[src/rtl/gpio_pkg.sv]
package gpio_pkg;
   localparam int KIND_W = 4;

   typedef enum logic [KIND_W-1:0] {
      K_INPUT   = 4'd0,
      K_OUTPUT  = 4'd1,
      K_POLAR   = 4'd2,
      K_DIR     = 4'd3,
      K_LATCH   = 4'd4,
      K_PULLEN  = 4'd5,
      K_PULLSEL = 4'd6,
      K_ODMODE  = 4'd7,
      K_MASK    = 4'd8,
      K_STATUS  = 4'd9
   } reg_kind_e;

   function automatic logic kind_writable(reg_kind_e k);
      return (k != K_INPUT) && (k != K_STATUS) && (k <= K_STATUS);
   endfunction
endpackage

[src/rtl/gpio_sync.sv]
module gpio_sync #(
   parameter int W      = 16,
   parameter int STAGES = 2
) (
   input  logic         clk,
   input  logic         rst_n,
   input  logic [W-1:0] d,
   output logic [W-1:0] q
);
   logic [W-1:0] chain [STAGES];

   generate
      for (genvar s = 0; s < STAGES; s++) begin : g_stage
         always_ff @(posedge clk or negedge rst_n) begin
            if (!rst_n)      chain[s] <= '0;
            else if (s == 0) chain[s] <= d;
            else             chain[s] <= chain[(s > 0) ? s - 1 : 0];
         end
      end
   endgenerate

   assign q = chain[STAGES-1];
endmodule

[src/rtl/gpio_port_slice.sv]
module gpio_port_slice #(
   parameter int W = 8
) (
   input  logic         clk,
   input  logic         rst_n,
   input  logic [W-1:0] live,
   input  logic [W-1:0] lat_en,
   input  logic         in_read,
   output logic [W-1:0] in_val,
   output logic [W-1:0] cond,
   output logic [W-1:0] flag
);
   logic [W-1:0] cmp_q, hold_q, flag_q;
   logic [W-1:0] chg;

   assign chg = live ^ cmp_q;

   always_ff @(posedge clk or negedge rst_n) begin
      if (!rst_n) begin
         cmp_q  <= '0;
         hold_q <= '0;
         flag_q <= '0;
      end else begin
         hold_q <= (flag_q & hold_q) | (~flag_q & live);
         if (in_read) begin
            cmp_q  <= live;
            flag_q <= '0;
         end else begin
            flag_q <= lat_en & (flag_q | chg);
         end
      end
   end

   assign in_val = (flag_q & hold_q) | (~flag_q & live);
   assign cond   = chg | flag_q;
   assign flag   = flag_q;
endmodule

[src/rtl/gpio_drive.sv]
module gpio_drive #(
   parameter int W = 16
) (
   input  logic [W-1:0] out_val,
   input  logic [W-1:0] dir_in,
   input  logic [W-1:0] od_mode,
   output logic [W-1:0] pin_out,
   output logic [W-1:0] pin_oe
);
   assign pin_oe  = ~dir_in & (~od_mode | ~out_val);
   assign pin_out = out_val & ~od_mode;
endmodule

[src/rtl/gpio_port_core.sv]
module gpio_port_core
   import gpio_pkg::*;
#(
   parameter int PORTS       = 2,
   parameter int PORT_W      = 8,
   parameter int SYNC_STAGES = 2,
   localparam int PINS       = PORTS * PORT_W,
   localparam int PSEL_W     = (PORTS > 1) ? $clog2(PORTS) : 1,
   localparam int ADDR_W     = PSEL_W + KIND_W
) (
   input  logic              clk,
   input  logic              rst_n,
   input  logic [ADDR_W-1:0] addr,
   input  logic [PORT_W-1:0] wdata,
   input  logic              wr_en,
   input  logic              rd_en,
   output logic [PORT_W-1:0] rdata,
   input  logic [PINS-1:0]   pin_in,
   output logic [PINS-1:0]   pin_out,
   output logic [PINS-1:0]   pin_oe,
   output logic [PINS-1:0]   pull_en,
   output logic [PINS-1:0]   pull_up,
   output logic              int_n
);
   generate
      if (PORTS < 2 || (PORTS & (PORTS - 1)) != 0)
         $error("PORTS must be a power of two of at least 2");
      if (SYNC_STAGES < 2)
         $error("SYNC_STAGES must be at least 2");
      if (PORT_W < 1)
         $error("PORT_W must be positive");
   endgenerate

   reg_kind_e          kind;
   logic [PSEL_W-1:0]  psel;
   logic [PINS-1:0]    out_q, pol_q, dir_q, lat_q, pen_q, psel_q, odm_q, mask_q;
   logic [PINS-1:0]    pin_s, live, in_val, cond, lflag, status;
   logic [PORTS-1:0]   in_rd;

   assign kind = reg_kind_e'(addr[ADDR_W-1:PSEL_W]);
   assign psel = addr[PSEL_W-1:0];

   // register file
   always_ff @(posedge clk or negedge rst_n) begin
      if (!rst_n) begin
         out_q  <= '1;
         pol_q  <= '0;
         dir_q  <= '1;
         lat_q  <= '0;
         pen_q  <= '0;
         psel_q <= '1;
         odm_q  <= '0;
         mask_q <= '1;
      end else if (wr_en && kind_writable(kind)) begin
         case (kind)
            K_OUTPUT:  out_q [psel*PORT_W +: PORT_W] <= wdata;
            K_POLAR:   pol_q [psel*PORT_W +: PORT_W] <= wdata;
            K_DIR:     dir_q [psel*PORT_W +: PORT_W] <= wdata;
            K_LATCH:   lat_q [psel*PORT_W +: PORT_W] <= wdata;
            K_PULLEN:  pen_q [psel*PORT_W +: PORT_W] <= wdata;
            K_PULLSEL: psel_q[psel*PORT_W +: PORT_W] <= wdata;
            K_ODMODE:  odm_q [psel*PORT_W +: PORT_W] <= wdata;
            K_MASK:    mask_q[psel*PORT_W +: PORT_W] <= wdata;
            default: ;
         endcase
      end
   end

   gpio_sync #(.W(PINS), .STAGES(SYNC_STAGES)) u_sync (
      .clk(clk), .rst_n(rst_n), .d(pin_in), .q(pin_s)
   );

   assign live = pin_s ^ pol_q;

   generate
      for (genvar p = 0; p < PORTS; p++) begin : g_port
         assign in_rd[p] = rd_en && (kind == K_INPUT) && (psel == PSEL_W'(p));
         gpio_port_slice #(.W(PORT_W)) u_slice (
            .clk     (clk),
            .rst_n   (rst_n),
            .live    (live  [p*PORT_W +: PORT_W]),
            .lat_en  (lat_q [p*PORT_W +: PORT_W]),
            .in_read (in_rd[p]),
            .in_val  (in_val[p*PORT_W +: PORT_W]),
            .cond    (cond  [p*PORT_W +: PORT_W]),
            .flag    (lflag [p*PORT_W +: PORT_W])
         );
      end
   endgenerate

   assign status = cond & dir_q & ~mask_q;
   assign int_n  = ~|status;

   gpio_drive #(.W(PINS)) u_drive (
      .out_val(out_q), .dir_in(dir_q), .od_mode(odm_q),
      .pin_out(pin_out), .pin_oe(pin_oe)
   );

   assign pull_en = pen_q;
   assign pull_up = psel_q;

   // read mux
   always_comb begin
      rdata = '0;
      case (kind)
         K_INPUT:   rdata = in_val[psel*PORT_W +: PORT_W];
         K_OUTPUT:  rdata = out_q [psel*PORT_W +: PORT_W];
         K_POLAR:   rdata = pol_q [psel*PORT_W +: PORT_W];
         K_DIR:     rdata = dir_q [psel*PORT_W +: PORT_W];
         K_LATCH:   rdata = lat_q [psel*PORT_W +: PORT_W];
         K_PULLEN:  rdata = pen_q [psel*PORT_W +: PORT_W];
         K_PULLSEL: rdata = psel_q[psel*PORT_W +: PORT_W];
         K_ODMODE:  rdata = odm_q [psel*PORT_W +: PORT_W];
         K_MASK:    rdata = mask_q[psel*PORT_W +: PORT_W];
         K_STATUS:  rdata = status[psel*PORT_W +: PORT_W];
         default:   rdata = '0;
      endcase
   end
endmodule

[config.mk]
export PLATFORM = sky130hd
export DESIGN_NAME = gpio_port_core
export DESIGN_NICKNAME = d
export VERILOG_FILES = /design/src/rtl/gpio_pkg.sv /design/src/rtl/gpio_sync.sv /design/src/rtl/gpio_port_slice.sv /design/src/rtl/gpio_drive.sv /design/src/rtl/gpio_port_core.sv
export SDC_FILE = /design/constraint.sdc
export NUM_CORES = 1
export LEC_CHECK = 0
export BUFFER_PORTS_ARGS = -buffer_cell sky130_fd_sc_hd__buf_2
export CAP_MARGIN = 20
export CORE_MARGIN = 4
export CORE_UTILIZATION = 59
export CTS_CLUSTER_DIAMETER = 150
export DETAILED_ROUTE_END_ITERATION = 10
export PLACE_DENSITY_LB_ADDON = 0.1
export SKIP_CTS_REPAIR_TIMING = 1
export SLEW_MARGIN = 20
export SYNTH_ARGS = -nofsm -noshare
export SYNTH_HDL_FRONTEND = slang
export SYNTH_SLANG_ARGS = --single-unit
[constraint.sdc]
create_clock -name clk -period 1.7 [get_ports clk]
set_input_delay 0.085 -clock clk [delete_from_list [all_inputs] [get_ports clk]]
set_output_delay 0.085 -clock clk [all_outputs]
set_load 0.02 [all_outputs]
**After elaboration in Yosys (flattened, before gate mapping)**

Index checks and enable logic that the tools add are counted.
W data, S select, Z words.

- Latch bits: 0
- Bits in read-only memories: 0
- Bits of input ports: 33
- Bits in registers: 208
- Memory bits (writable): 0
- Memories: 0
- Output and inout port bits: 73

- Mux-type cells: 11
- Eq/ne operators: 10
- Reduce and logical (&&, ||, !) cells: 18
- $add $sub $neg: 1
- Shift operators: 12
- Multipliers: 0
- Div/mod/pow operators: 0
- Bitwise operators: 25
- Magnitude comparators: 1

Operators by type and width:

| kind | number |
|---|---|
| $shiftx A16 B5 Y8 | 10 |
| $bwmux W16 | 8 |
| $pmux W8 S10 | 1 |
| $and A16 B16 Y16 | 4 |
| $not A16 Y16 | 4 |
| $and A8 B8 Y8 | 6 |
| $neg A4 Y34 | 1 |
| $shift A8 B34 Y16 const A | 1 |
| $shiftx A8 B34 Y16 | 1 |
| $or A8 B8 Y8 | 4 |
| $eq A4 B3 Y1 const B | 4 |
| $mux W8 | 2 |
| $not A8 Y8 | 2 |
| $or A16 B16 Y16 | 1 |
| $reduce_and A2 Y1 | 8 |
| $reduce_or A16 Y1 | 1 |
| $xor A16 B16 Y16 | 1 |
| $xor A8 B8 Y8 | 2 |
| $eq A4 B2 Y1 const B | 2 |
| $eq A4 B4 Y1 const B | 2 |
| $logic_and A1 B1 Y1 | 6 |
| $eq A4 B1 Y1 const B | 1 |
| $le A4 B4 Y1 const B | 1 |
| $logic_not A4 Y1 | 1 |
| 4 further kinds | 4 |

**Logic depth before layout (Yosys ltp)**

- Depth in word-level cells: 7
- Gate-level depth with buffers: 8
- Gate-level depth less buffers: 5

**By module**

A second synthesis with hierarchy kept.

- Cells, all modules: 820
- Area, all modules: 10269.8 um^2

By module, submodules not included:

| module | area each (um^2) | cells each | times used |
|---|---|---|---|
| gpio_port_core | 6966.7 | 578 | 1 |
| gpio_port_slice | 1057.3 | 81 | 2 |
| gpio_sync | 920.9 | 48 | 1 |
| gpio_drive | 267.8 | 32 | 1 |

**Least setup slack after synthesis**

OpenSTA, ideal clock, no wires.

- Path type: register to output
- Start point: register pol_q[8]
- End point: output int_n
- Buffers on the path: 0
- Cell stages (with the launch flop): 6
- Arrival: 1.731 ns
- Slack: -0.116 ns
- Cell sequence: dfrtp_1 > xor2_1 > mux2i_1 > a32oi_1 > nand3_1 > nor4_1

- Word-level cells in the longest chain between the ends: 7

Ends and longest elaborated chain:

| element | line | text |
|---|---|---|
| start: declaration | gpio_port_core.sv:36 | `logic [PINS-1:0] out_q, pol_q, dir_q, lat_q, pen_q, psel_q, odm_q, mask_q;` |
| start signal: indexed assignment | gpio_port_core.sv:57 | `K_POLAR: pol_q [psel*PORT_W +: PORT_W] <= wdata;` |
| $xor A16 B16 Y16 | gpio_port_core.sv:73 | `assign live = pin_s ^ pol_q;` |
| $xor A8 B8 Y8 | gpio_port_slice.sv:16 | `assign chg = live ^ cmp_q;` |
| $or A8 B8 Y8 | gpio_port_slice.sv:35 | `assign cond = chg \| flag_q;` |
| $and A16 B16 Y16 (2 in a row) | gpio_port_core.sv:91 | `assign status = cond & dir_q & ~mask_q;` |
| $reduce_or A16 Y1 | gpio_port_core.sv:92 | `assign int_n = ~\|status;` |
| $logic_not A1 Y1 | gpio_port_core.sv:92 |  |
| end: declaration | gpio_port_core.sv:23 | `output logic int_n` |

No other way between the ends.

**Final worst setup path**

Same ends and word-level chain as after synthesis.

==> flow_metrics.env <==
export IMPL_die_y_um=139
export IMPL_gr_total_overflow=0
export IMPL_finalNonFillerCells=1299
export IMPL_cpMaxStageDelayCell="dfrtp_1"
export IMPL_critPathRequiredTime_ns=1.62
export IMPL_fin_crit_sh=1.43
export IMPL_report_final_slew_viol_count=0
export IMPL_dpl_instance_area_sq_um=12000
export IMPL_yosys_area_top_type="dfrtp_1"
export IMPL_max_vdd_ir_drop_v=0.000992
export IMPL_ys_seq_area_frac=0.520
export IMPL_p_leak_nw=6.00
export IMPL_reg2reg_to="g_port[1].u_slice.flag[0]$_DFF_PN0_"
export IMPL_grt_max_degree=59
export IMPL_grt_antenna_before_repair=0
export IMPL_worst_pin_slew_ns=0.524
export IMPL_dieArea_sq_um=19400
export IMPL_root_buffer="clkbuf_16"
export IMPL_drt_initial_drc_count=632
export IMPL_ant_nets=0
export IMPL_status="finished, violations left"
export IMPL_multi_input_area_sq_um=4800
export IMPL_cp_slowest_stage_delay_ns=0.42
export IMPL_cts_tree="yes"
export IMPL_routed_wl_um=31100
export IMPL_routabilityCongestion=0.983
export IMPL_maxCapViolCount=0
export IMPL_rsz0062_at_grt="yes"
export IMPL_routedWlPerCell_um=24.0
export IMPL_synth_most_common_cell="mux2_2"
export IMPL_avgSynthCellArea_sq_um=12.2
export IMPL_timing_hold_worst_class="in -> reg"
export IMPL_cts_buffers=23
export IMPL_synthesis_area_sq_um=10200
export IMPL_hold_depth=2
export IMPL_grt_first_pass_wirelength_um=48300
export IMPL_power_mw=16.2
export IMPL_ys_ff_latch=208
export IMPL_min_from="wdata[4]"
export IMPL_crit_type="reg -> out"
export IMPL_whs_ns=0.0857
export IMPL_fp_row_count=47
export IMPL_cp_top_family="simple AND/OR/NAND/NOR gates"
export IMPL_end_kind="output port"
export IMPL_synth_edff_count=0
export IMPL_postSynthCellCount=834
export IMPL_dr_pass1_iters=7
export IMPL_fillers=1023
export IMPL_clock_fmax_ghz=0.411
export IMPL_finalHoldViolCount=0
export IMPL_nets=1096
export IMPL_drc_errors=0
export IMPL_slew_headroom=0.651
export IMPL_worstPathArrival_ns=2.35
export IMPL_clk_latency_ns=0.50
export IMPL_num_io_pins=106
export IMPL_worstPathMaxFanout=2
export IMPL_grtUsageTotal=0.317
export IMPL_area_growth_syn_to_layout_pct=29.5
export IMPL_crit_start="pol_q[8]$_DFFE_PN0P_"
export IMPL_violations="negative setup slack"
export IMPL_layout_min_cycle_time_ns=2.43
export IMPL_pre_cts_ws_ns=-0.231
export IMPL_die_w_um=139
export IMPL_hold_path_endpoint="out_q[12]$_DFFE_PN1P_"
export IMPL_power_density_nw_per_um2=1230
export IMPL_start_util=0.608
export IMPL_fin_util=0.788
export IMPL_hpwl_um=22300
export IMPL_regArea_sq_um=5290
export IMPL_synth_distinct_cells=63
export IMPL_crit_chain="xor2_2, mux2i_1, a32oi_2, nand3_2, nor4_4, buf_4"
export IMPL_r2r_cells=4
export IMPL_cts_buffer_depth=3
export IMPL_dr_total_vias=8060
export IMPL_tns_ns=-5.27
export IMPL_yosysWarnings=0
export IMPL_n_antenna_cell=0
export IMPL_portBuffers=105
export IMPL_synth_top_area_frac=0.355
export IMPL_finClkSkew_ns=0.00695
export IMPL_r2r_slack_ns=0.30
export IMPL_syn_nets=867
export IMPL_cts_sinks=208
export IMPL_startpoint_type="register"
export IMPL_via_per_inst=6.20
export IMPL_dpl_cell_count=1238
export IMPL_coreArea_sq_um=16700
export IMPL_finalInstanceArea_sq_um=13200
export IMPL_synth_area_leaders="dfrtp_1 35%, mux2_2 18%, dfstp_2 17%, mux2i_1 3.3%, nor2b_1 2.5%"
export IMPL_grt_pass1_vias=8469
export IMPL_htree_levels=1
export IMPL_synth_ff_type="dfrtp_1"
export IMPL_synth_commonest_cells="160 x mux2_2, 144 x dfrtp_1, 64 x dfstp_2"
export IMPL_path_clk_slew_ns=0.06
export IMPL_setup_viol_count_final=9
export IMPL_worstReg2RegStart="pol_q[8]$_DFFE_PN0P_"
export IMPL_critPathBufInv=1
export IMPL_worst_slack_ns=-0.735
export IMPL_drive_gt1_frac=0.512
export IMPL_ys_async_sr_fraction=1.00
==> cell usage in the layout, fill, tap and decap left out, drive strengths merged, types with 18 or more instances in the layout <==
cell    Yosys  routed
a21oi      43      43
nand3b     20      20
nand3      18      18
dfrtp     144     144
nand2      29      29
o21ai      25      25
clkbuf     21      37
buf        29     236
nor2b      41      41
dfstp      64      64
mux2i      33      33
mux2      164     164
nor2       30      30
==> power by group <==
group          total, mW  leakage (nW)  internal [mW]  switching [mW]
clock network       4.83         0.357           2.93            1.89
logic               4.41          3.18           2.14            2.27
registers           6.98          2.46           6.15           0.829
==> how the worst max path moves through the flow <==
stage | to | cells past startpoint
after CTS | int_n | 6
final | int_n | 6
after floorplan | int_n | 5
after global placement | int_n | 6
after detailed placement | int_n | 6
after global routing | int_n | 6
==> per-layer routing <==
layer  GRT usage  up-vias  part of all wire
met3      0.0590       86             0.077
met5           0        -                 0
met2       0.520      416              0.48
li1            -     3504                 -
met1       0.427     4054              0.41
met4       0.112        0             0.040
==> flip-flops by register name, indices dropped and copies added, names as in the netlist <==
signal / count
mask_q: 16
pull_up: 16
odm_q: 16
g_port.u_slice.flag: 16
pol_q: 16
u_sync.q: 16
lat_q: 16
dir_q: 16
out_q: 16
u_sync.chain: 16
g_port.u_slice.hold_q: 16
g_port.u_slice.cmp_q: 16
pull_en: 16
==> layout make-up <==
type | instances | area share
flip-flops and latches | 208 | 0.402
clock buffers | 36 | 0.0497
multi-input cells | 564 | 0.365
clock inverters | 5 | 0.00571
inverters | 12 | 0.00342
well taps | 220 | 0.0209
repair buffers | 254 | 0.154
==> cells by family after synthesis <==
family                    synth area share
DFF                                  0.520
and+or+nand+nor                      0.125
muxes                                0.216
AOI/OAI and AO/OA                   0.0958
buffers and inverters               0.0285
xor gates and xnor gates            0.0147
(Power assumes the default switching activity.)
